===== src/rtl/csa_accum_pkg.sv =====
package csa_accum_pkg;
  localparam int unsigned ACC_W     = 64;
  localparam int unsigned ACC_ROWS  = 17;
  localparam int unsigned ACC_SHIFT = 2;
endpackage


===== src/rtl/accum_fa.sv =====
module accum_fa (
  input  logic x,
  input  logic y,
  input  logic z,
  output logic s,
  output logic co
);
  always_comb begin
    s  = x ^ y ^ z;
    co = (x & y) | (x & z) | (y & z);
  end
endmodule


===== src/rtl/accum_csa_row.sv =====
// One carry-save level: three words in, a sum word and a carry word out.
// The carry word is already moved up one bit (bit 0 is zero); the carry
// out of the top bit falls outside the modulus and is not formed.
module accum_csa_row #(
  parameter int unsigned W = 64
) (
  input  logic [W-1:0] a_i,
  input  logic [W-1:0] b_i,
  input  logic [W-1:0] c_i,
  output logic [W-1:0] sum_o,
  output logic [W-1:0] carry_sh_o
);
  assign carry_sh_o[0] = 1'b0;

  for (genvar i = 0; i < W; i++) begin : g_bit
    if (i == W - 1) begin : g_top
      assign sum_o[i] = a_i[i] ^ b_i[i] ^ c_i[i];
    end else begin : g_fa
      accum_fa u_fa (
        .x  (a_i[i]),
        .y  (b_i[i]),
        .z  (c_i[i]),
        .s  (sum_o[i]),
        .co (carry_sh_o[i+1])
      );
    end
  end
endmodule


===== src/rtl/accum_ripple.sv =====
// Horizontal carry resolution of a sum word and an already-shifted carry
// word. Bit 0 of the carry word is zero, so bit 0 is a half adder.
module accum_ripple #(
  parameter int unsigned W = 64
) (
  input  logic [W-1:0] sum_i,
  input  logic [W-1:0] carry_sh_i,
  output logic [W-1:0] result_o
);
  logic [W-1:0] chain;

  assign result_o[0] = sum_i[0] ^ carry_sh_i[0];
  assign chain[0]    = sum_i[0] & carry_sh_i[0];

  for (genvar i = 1; i < W; i++) begin : g_bit
    if (i == W - 1) begin : g_top
      assign result_o[i] = sum_i[i] ^ carry_sh_i[i] ^ chain[i-1];
      assign chain[i]    = 1'b0;
    end else begin : g_fa
      accum_fa u_fa (
        .x  (sum_i[i]),
        .y  (carry_sh_i[i]),
        .z  (chain[i-1]),
        .s  (result_o[i]),
        .co (chain[i])
      );
    end
  end
endmodule


===== src/rtl/accum_array.sv =====
// Linear carry-save chain: stage 0 takes the correction word, row 0 and
// row 1; stage j takes the previous sum, previous carry and row j+1. The
// last row goes through one more carry-save level, then the ripple stage.
module accum_array #(
  parameter int unsigned W     = 64,
  parameter int unsigned ROWS  = 17,
  parameter int unsigned SHIFT = 2
) (
  input  logic [ROWS*W-1:0] rows_i,
  input  logic [W-1:0]      corr_i,
  output logic [W-1:0]      product_o
);
  localparam int unsigned NCSA = ROWS - 2;

  logic [W-1:0] row_pos [ROWS];
  logic [W-1:0] st_sum  [NCSA];
  logic [W-1:0] st_cry  [NCSA];
  logic [W-1:0] fin_sum;
  logic [W-1:0] fin_cry;

  for (genvar k = 0; k < ROWS; k++) begin : g_align
    assign row_pos[k] = rows_i[k*W +: W] << (SHIFT * k);
  end

  for (genvar j = 0; j < NCSA; j++) begin : g_stage
    if (j == 0) begin : g_first
      accum_csa_row #(.W(W)) u_row (
        .a_i        (corr_i),
        .b_i        (row_pos[0]),
        .c_i        (row_pos[1]),
        .sum_o      (st_sum[j]),
        .carry_sh_o (st_cry[j])
      );
    end else begin : g_next
      accum_csa_row #(.W(W)) u_row (
        .a_i        (st_sum[j-1]),
        .b_i        (st_cry[j-1]),
        .c_i        (row_pos[j+1]),
        .sum_o      (st_sum[j]),
        .carry_sh_o (st_cry[j])
      );
    end
  end

  accum_csa_row #(.W(W)) u_last (
    .a_i        (st_sum[NCSA-1]),
    .b_i        (st_cry[NCSA-1]),
    .c_i        (row_pos[ROWS-1]),
    .sum_o      (fin_sum),
    .carry_sh_o (fin_cry)
  );

  accum_ripple #(.W(W)) u_cpa (
    .sum_i      (fin_sum),
    .carry_sh_i (fin_cry),
    .result_o   (product_o)
  );
endmodule


===== src/rtl/csa_accum.sv =====
module csa_accum
  import csa_accum_pkg::*;
#(
  parameter int unsigned W     = ACC_W,
  parameter int unsigned ROWS  = ACC_ROWS,
  parameter int unsigned SHIFT = ACC_SHIFT
) (
  input  logic              clk,
  input  logic              rst_n,
  input  logic              in_valid,
  output logic              in_ready,
  input  logic [ROWS*W-1:0] rows_i,
  input  logic [W-1:0]      corr_i,
  output logic              out_valid,
  input  logic              out_ready,
  output logic [W-1:0]      out_product
);
  logic [W-1:0] sum_comb;
  logic         take;

  accum_array #(.W(W), .ROWS(ROWS), .SHIFT(SHIFT)) u_array (
    .rows_i    (rows_i),
    .corr_i    (corr_i),
    .product_o (sum_comb)
  );

  assign in_ready = ~out_valid | out_ready;
  assign take     = in_valid & in_ready;

  always_ff @(posedge clk or negedge rst_n) begin
    if (!rst_n) begin
      out_valid   <= 1'b0;
      out_product <= '0;
    end else if (take) begin
      out_valid   <= 1'b1;
      out_product <= sum_comb;
    end else if (out_ready) begin
      out_valid   <= 1'b0;
    end
  end
endmodule


===== config.mk =====
export PLATFORM = sky130hd
export DESIGN_NAME = csa_accum
export DESIGN_NICKNAME = d
export VERILOG_FILES = /design/src/rtl/csa_accum_pkg.sv /design/src/rtl/accum_fa.sv /design/src/rtl/accum_csa_row.sv /design/src/rtl/accum_ripple.sv /design/src/rtl/accum_array.sv /design/src/rtl/csa_accum.sv
export SDC_FILE = /design/constraint.sdc
export NUM_CORES = 2
export LEC_CHECK = 0
export BUFFER_PORTS_ARGS = -buffer_cell sky130_fd_sc_hd__buf_2
export CAP_MARGIN = 25
export CELL_PAD_IN_SITES_DETAIL_PLACEMENT = 1
export CELL_PAD_IN_SITES_GLOBAL_PLACEMENT = 1
export CORE_AREA = 2 2 472 474
export DETAILED_ROUTE_END_ITERATION = 6
export DIE_AREA = 0 0 474 476
export PLACE_DENSITY = 0.39
export SLEW_MARGIN = 20
export SYNTH_ARGS = -nofsm -noshare
export SYNTH_HDL_FRONTEND = slang
export SYNTH_HIERARCHICAL = 1
export SYNTH_SLANG_ARGS = --single-unit

===== constraint.sdc =====
create_clock -name clk -period 1.3 [get_ports clk]
set_input_delay 0.065 -clock clk [delete_from_list [all_inputs] [get_ports clk]]
set_output_delay 0.065 -clock clk [all_outputs]
set_load 0.02 [all_outputs]

## Word-level counts from Yosys, hierarchy flattened

Cells that the tools add are included.

| operators by class | value |
|---|---|
| muxes and demuxes | 2 |
| bitwise gates (word level) | 5,817 |
| reductions and logical operators | 1 |

Operators with widths:

| kind | count |
|---|---|
| 1-bit AND | 2,500 |
| 1-bit bitwise XOR | 1,751 |
| 1-bit bitwise OR | 1,565 |
| 1-bit two-way mux | 2 |
| 2-bit nonzero test | 1 |
| 1-bit NOT | 1 |

| storage, ports and cells | value |
|---|---|
| bits in registers | 65 |
| input bits | 1,156 |
| word-level logic and storage cells | 5,822 |

## Logic depth before layout (Yosys ltp)

| logic depth | value |
|---|---|
| word-level depth | 171 |
| gate-level depth with buffers | 81 |
| depth with buffers taken out | 81 |

## Hierarchy

The synthesis kept the hierarchy.

By module, submodules not included:

| module | instances | cells each | area each (um2) |
|---|---|---|---|
| accum_fa | 1,070 | 1 | 20.0 |
| csa_accum | 1 | 138 | 2,671.3 |
| accum_csa_row | 16 | 3 | 35.0 |
| accum_ripple | 1 | 2 | 36.3 |
| accum_array | 1 | 1 | 3.8 |

## Worst setup path after synthesis

OpenSTA, ideal clock, no wires.

| timing | value |
|---|---|
| path type | input to register |
| from | input port rows_i[16] |
| to | register out_product[63] |
| setup time | 0.125 ns |
| arrival time | 27.546 ns |
| data required time | 1.175 ns |
| path slack | -26.371 ns |
| stages on the path | 65 |
| path through | fa_1 -> fa_1 -> fa_1 -> fa_1 -> fa_1 -> fa_1 -> fa_1 -> fa_1 -> fa_1 -> fa_1 -> fa_1 -> fa_1 -> fa_1 -> fa_1 -> fa_1 -> fa_1 -> fa_1 -> fa_1 -> [... 29 more ...] -> fa_1 -> fa_1 -> fa_1 -> fa_1 -> fa_1 -> fa_1 -> fa_1 -> fa_1 -> fa_1 -> fa_1 -> fa_1 -> fa_1 -> fa_1 -> fa_1 -> fa_1 -> fa_1 -> xor3_1 -> mux2_2 |

RTL lines:

| item | RTL line | RTL |
|---|---|---|
| from (decl) | csa_accum.sv:12 | `input logic [ROWS*W-1:0] rows_i,` |
| to (signal assigned) | csa_accum.sv:36 | `out_product <= sum_comb;` |
| to (decl) | csa_accum.sv:16 | `output logic [W-1:0] out_product` |

==> implementation parameters <==
Parameter                              Value

GRT
  Via count of the first global-routing pass ... 20230
  First-pass GRT wire length ... 161500 µm
  Initial antenna violation count ... 160
  Maximum number of pins on one net before global-route repair ... 66
  GRT Util Overall ... 0.1075
  Grt ovf ... 0

Setup path
  Arrival time of data at the critical path endpoint ... 25100 ps
  Crit start category ... input port
  CP peak stage delay ... 580 ps
  Most frequent CP cell ... sky130_fd_sc_hd__fa_2
  Worst Setup Path Type ... input port to flip-flop
  CP top delay family ... adder cells
  Setup slack of the most critical reg-to-reg path ... -70 ps
  Number of buffers and inverters on the critical path ... 1
  Reg-to-reg endpoint ... out_product[8]
  Critical R2R Launch ... out_valid
  Largest driver fanout on the critical path ... 1
  Worst Path Required ... 1610 ps
  Cell with the largest stage delay on the worst path ... sky130_fd_sc_hd__fa_2
  Depth of the worst register-to-register path ... 4
  CP endpoint kind ... flip-flop

Detailed routing
  Average routed wire per standard cell ... 21.52 µm
  Post-DR vias/cell ... 2.763
  Residual DRC count ... 0
  Vias ... 15400
  Total wire length ... 119900 µm
  Iter 0 DRT Violations ... 268
  Number of iterations in the first detailed-routing pass ... 4
  Post-route antenna net violation count ... 0

Worst hold path
  Tightest Hold Check Type ... input port to asynchronous set/reset pin

STA
  Slew at the pin closest to its max-slew limit ... 536.7 ps
  Max frequency ... 0.04034 GHz
  Fin worst setup slack ... -23490 ps
  Pins over their slew limit ... 0
  Worst max-slew margin expressed relative to the limit ... 0.6422
  Unrepaired setup endpoints after global routing ... true
  Post-Route Skew ... 18.45 ps
  Final-report setup violation count ... 64
  Final hold violations ... 0
  Share of the clock period used by the worst path after layout ... 19.07
  Clock period minus worst slack ... 24790 ps

Synth
  Post-synthesis sequential area ratio ... 0.06587
  Count of unique library cells instantiated by Yosys ... 12
  Biggest area contributors in the synthesized netlist ... sky130_fd_sc_hd__fa_1, sky130_fd_sc_hd__dfrtp_1, sky130_fd_sc_hd__mux2_4, sky130_fd_sc_hd__xor3_1, sky130_fd_sc_hd__buf_4
  Cell type contributing the most total cell area after synthesis ... sky130_fd_sc_hd__fa_1
  Synthesized netlist cell count ... 1259
  Yosys top cell area share ... 0.8675
  Number of register bits inferred by synthesis ... 65
  Cell area after synthesis ... 0.02469 mm²
  Synthesized area divided by synthesized cell count ... 19.61 µm²
  Yosys warning count ... 6

Die
  Number of rows created at floorplan ... 173
  Placeable core region ... 0.2210 mm²
  Die extent in y ... 476 µm
  Number of ports placed on the die boundary ... 1222
  Initial core utilization ... 0.1117
  Full die area ... 0.2256 mm²
  Die Span X ... 474 µm

Clock network
  Sinks on Clock Net ... 65
  Number of buffers on the longest clock path ... 2
  Later-pin clock latency in the skew report ... 420 ps
  Clock Root Buffer ... sky130_fd_sc_hd__clkbuf_16
  Clock tree from TritonCTS ... yes
  CTS buffer count ... 9
  H-Tree Level Count ... 3
  Clock-pin slew of the registers on the worst-case setup and hold paths ... 80 ps

Final layout
  Post-route standard cell area excluding fillers ... 0.03536 mm²
  Layout fillers ... 25250
  Fraction of layout cells with a size suffix above 1 ... 0.4751
  Area growth, synth to finish ... 43.20%
  Number of nets in the layout ... 4731

Placed design
  Dpl cell area ... 0.03458 mm²
  DPL Wire Length ... 118400 µm
  Pre-CTS setup slack ... -24170 ps
  Number of port buffers ... 949
  Placer's final routability congestion estimate ... 0.9076

Job
  Max-cap check violation count ... 0

Run status
  Result of the run ... complete, but fails checks
  Violated checks ... negative setup slack
[sequential cells by signal, summed over array words and instances (netlist names)]
signal       count
out_product     64
out_valid        1
[through the flow]
stage / hold slack, ps / setup TNS [ps] / util / std cells
2_1_floorplan: -230.6 / -1172950 / - / 1530
3_3_place_gp: 145.6 / -885430 / 0.1565 / 5465
3_5_place_dp: 148.5 / -891320 / 0.1565 / 5465
4_1_cts: 178.1 / -859910 / 0.1588 / 5484
5_1_grt: 207.8 / -872570 / 0.1592 / 5499
6_report: 207.4 / -853030 / 0.1600 / 5572
[layout make-up]
type,count,area [µm²],area share
clock inverter,7,81.33,0.002300
sequential,65,1632,0.04614
timing repair buffer,985,5269,0.1490
clock buffer,9,225.2,0.006369
tap,2975,3722,0.1053
multi-input combinational,1443,24210,0.6847
antenna,88,220.2,0.006228
[worst register-to-register path, stage by stage (launching register included)]
cell and delay [ps]:
sky130_fd_sc_hd__dfrtp_1 400, sky130_fd_sc_hd__nand2b_4 80, sky130_fd_sc_hd__nand2_4 100, sky130_fd_sc_hd__buf_12 240, sky130_fd_sc_hd__mux2_4 430
[how the worst max path moves through the flow]
stage | startpoint | cells after the start | slack, ps | end
6_report | rows_i[14] | 66 | -23490 | out_product[63]
4_1_cts | rows_i[15] | 66 | -23680 | out_product[63]
2_1_floorplan | rows_i[1] | 80 | -28930 | out_product[63]
3_3_place_gp | rows_i[13] | 66 | -23950 | out_product[63]
5_1_grt | rows_i[14] | 66 | -24020 | out_product[63]
3_5_place_dp | rows_i[13] | 66 | -24170 | out_product[63]
[layer usage]
| layer | routed length [µm] | track usage | up-vias |
|---|---|---|---|
| met5 | 658 | 0 | - |
| met4 | 2076 | 0.01621 | 96 |
| met1 | 37940 | 0.1057 | 8184 |
| met3 | 13520 | 0.04736 | 234 |
| li1 | - | - | 6163 |
| met2 | 65710 | 0.2086 | 721 |
[Yosys cell counts]
master                     number
sky130_fd_sc_hd__xor3_1        17
sky130_fd_sc_hd__buf_4         16
sky130_fd_sc_hd__mux2_4        60
sky130_fd_sc_hd__fa_1        1070
sky130_fd_sc_hd__ha_1           1
sky130_fd_sc_hd__nand2b_1       1
sky130_fd_sc_hd__dfrtp_1       65
sky130_fd_sc_hd__conb_1        17
sky130_fd_sc_hd__buf_6          6
sky130_fd_sc_hd__mux2_2         4
sky130_fd_sc_hd__nand2_4        1
sky130_fd_sc_hd__nand2b_4       1
[repair_timing]
item / CTS / global route
setup buffers: 0 / 0
hold endpoints to repair: 66 / 0
resized for setup: 48 / 16
endpoints found under the setup margin: 66 / 68
hold buffers: 3 / 0
pin swaps: 5 / 4
cloned: 0 / 0
[cell usage in the layout, fill, tap and decap left out]
cell type and instances:
sky130_fd_sc_hd__diode_2 88, sky130_fd_sc_hd__bufinv_16 1, sky130_fd_sc_hd__dlygate4sd3_1 3, sky130_fd_sc_hd__fa_2 124, sky130_fd_sc_hd__buf_6 19, sky130_fd_sc_hd__nand2b_1 1, sky130_fd_sc_hd__dfrtp_1 61, sky130_fd_sc_hd__ha_1 1
sky130_fd_sc_hd__conb_1 288, sky130_fd_sc_hd__buf_4 24, sky130_fd_sc_hd__nand2b_4 1, sky130_fd_sc_hd__nand2_4 1, sky130_fd_sc_hd__buf_8 1, sky130_fd_sc_hd__xor3_1 17, sky130_fd_sc_hd__inv_6 5, sky130_fd_sc_hd__buf_2 929
sky130_fd_sc_hd__fa_1 946, sky130_fd_sc_hd__buf_12 9, sky130_fd_sc_hd__dfrtp_2 4, sky130_fd_sc_hd__clkbuf_16 9, sky130_fd_sc_hd__clkinvlp_4 1, sky130_fd_sc_hd__mux2_4 61, sky130_fd_sc_hd__mux2_2 3
[cells by family (layout without fill, tap and decap cells)]
family,Yosys count,count (layout),synth area share
XOR/XNOR,17,17,0.01637
adder cells (fa/ha/maj),1071,1071,0.8680
AND/OR/NAND/NOR,3,3,0.001267
flip-flops,65,65,0.06587
other,17,376,0.002584
multiplexers,64,64,0.03831
buffers and inverters,22,1001,0.007601
Power is not shown: default switching activity piles up to over one toggle a cycle in this logic, so the estimate is an artifact.
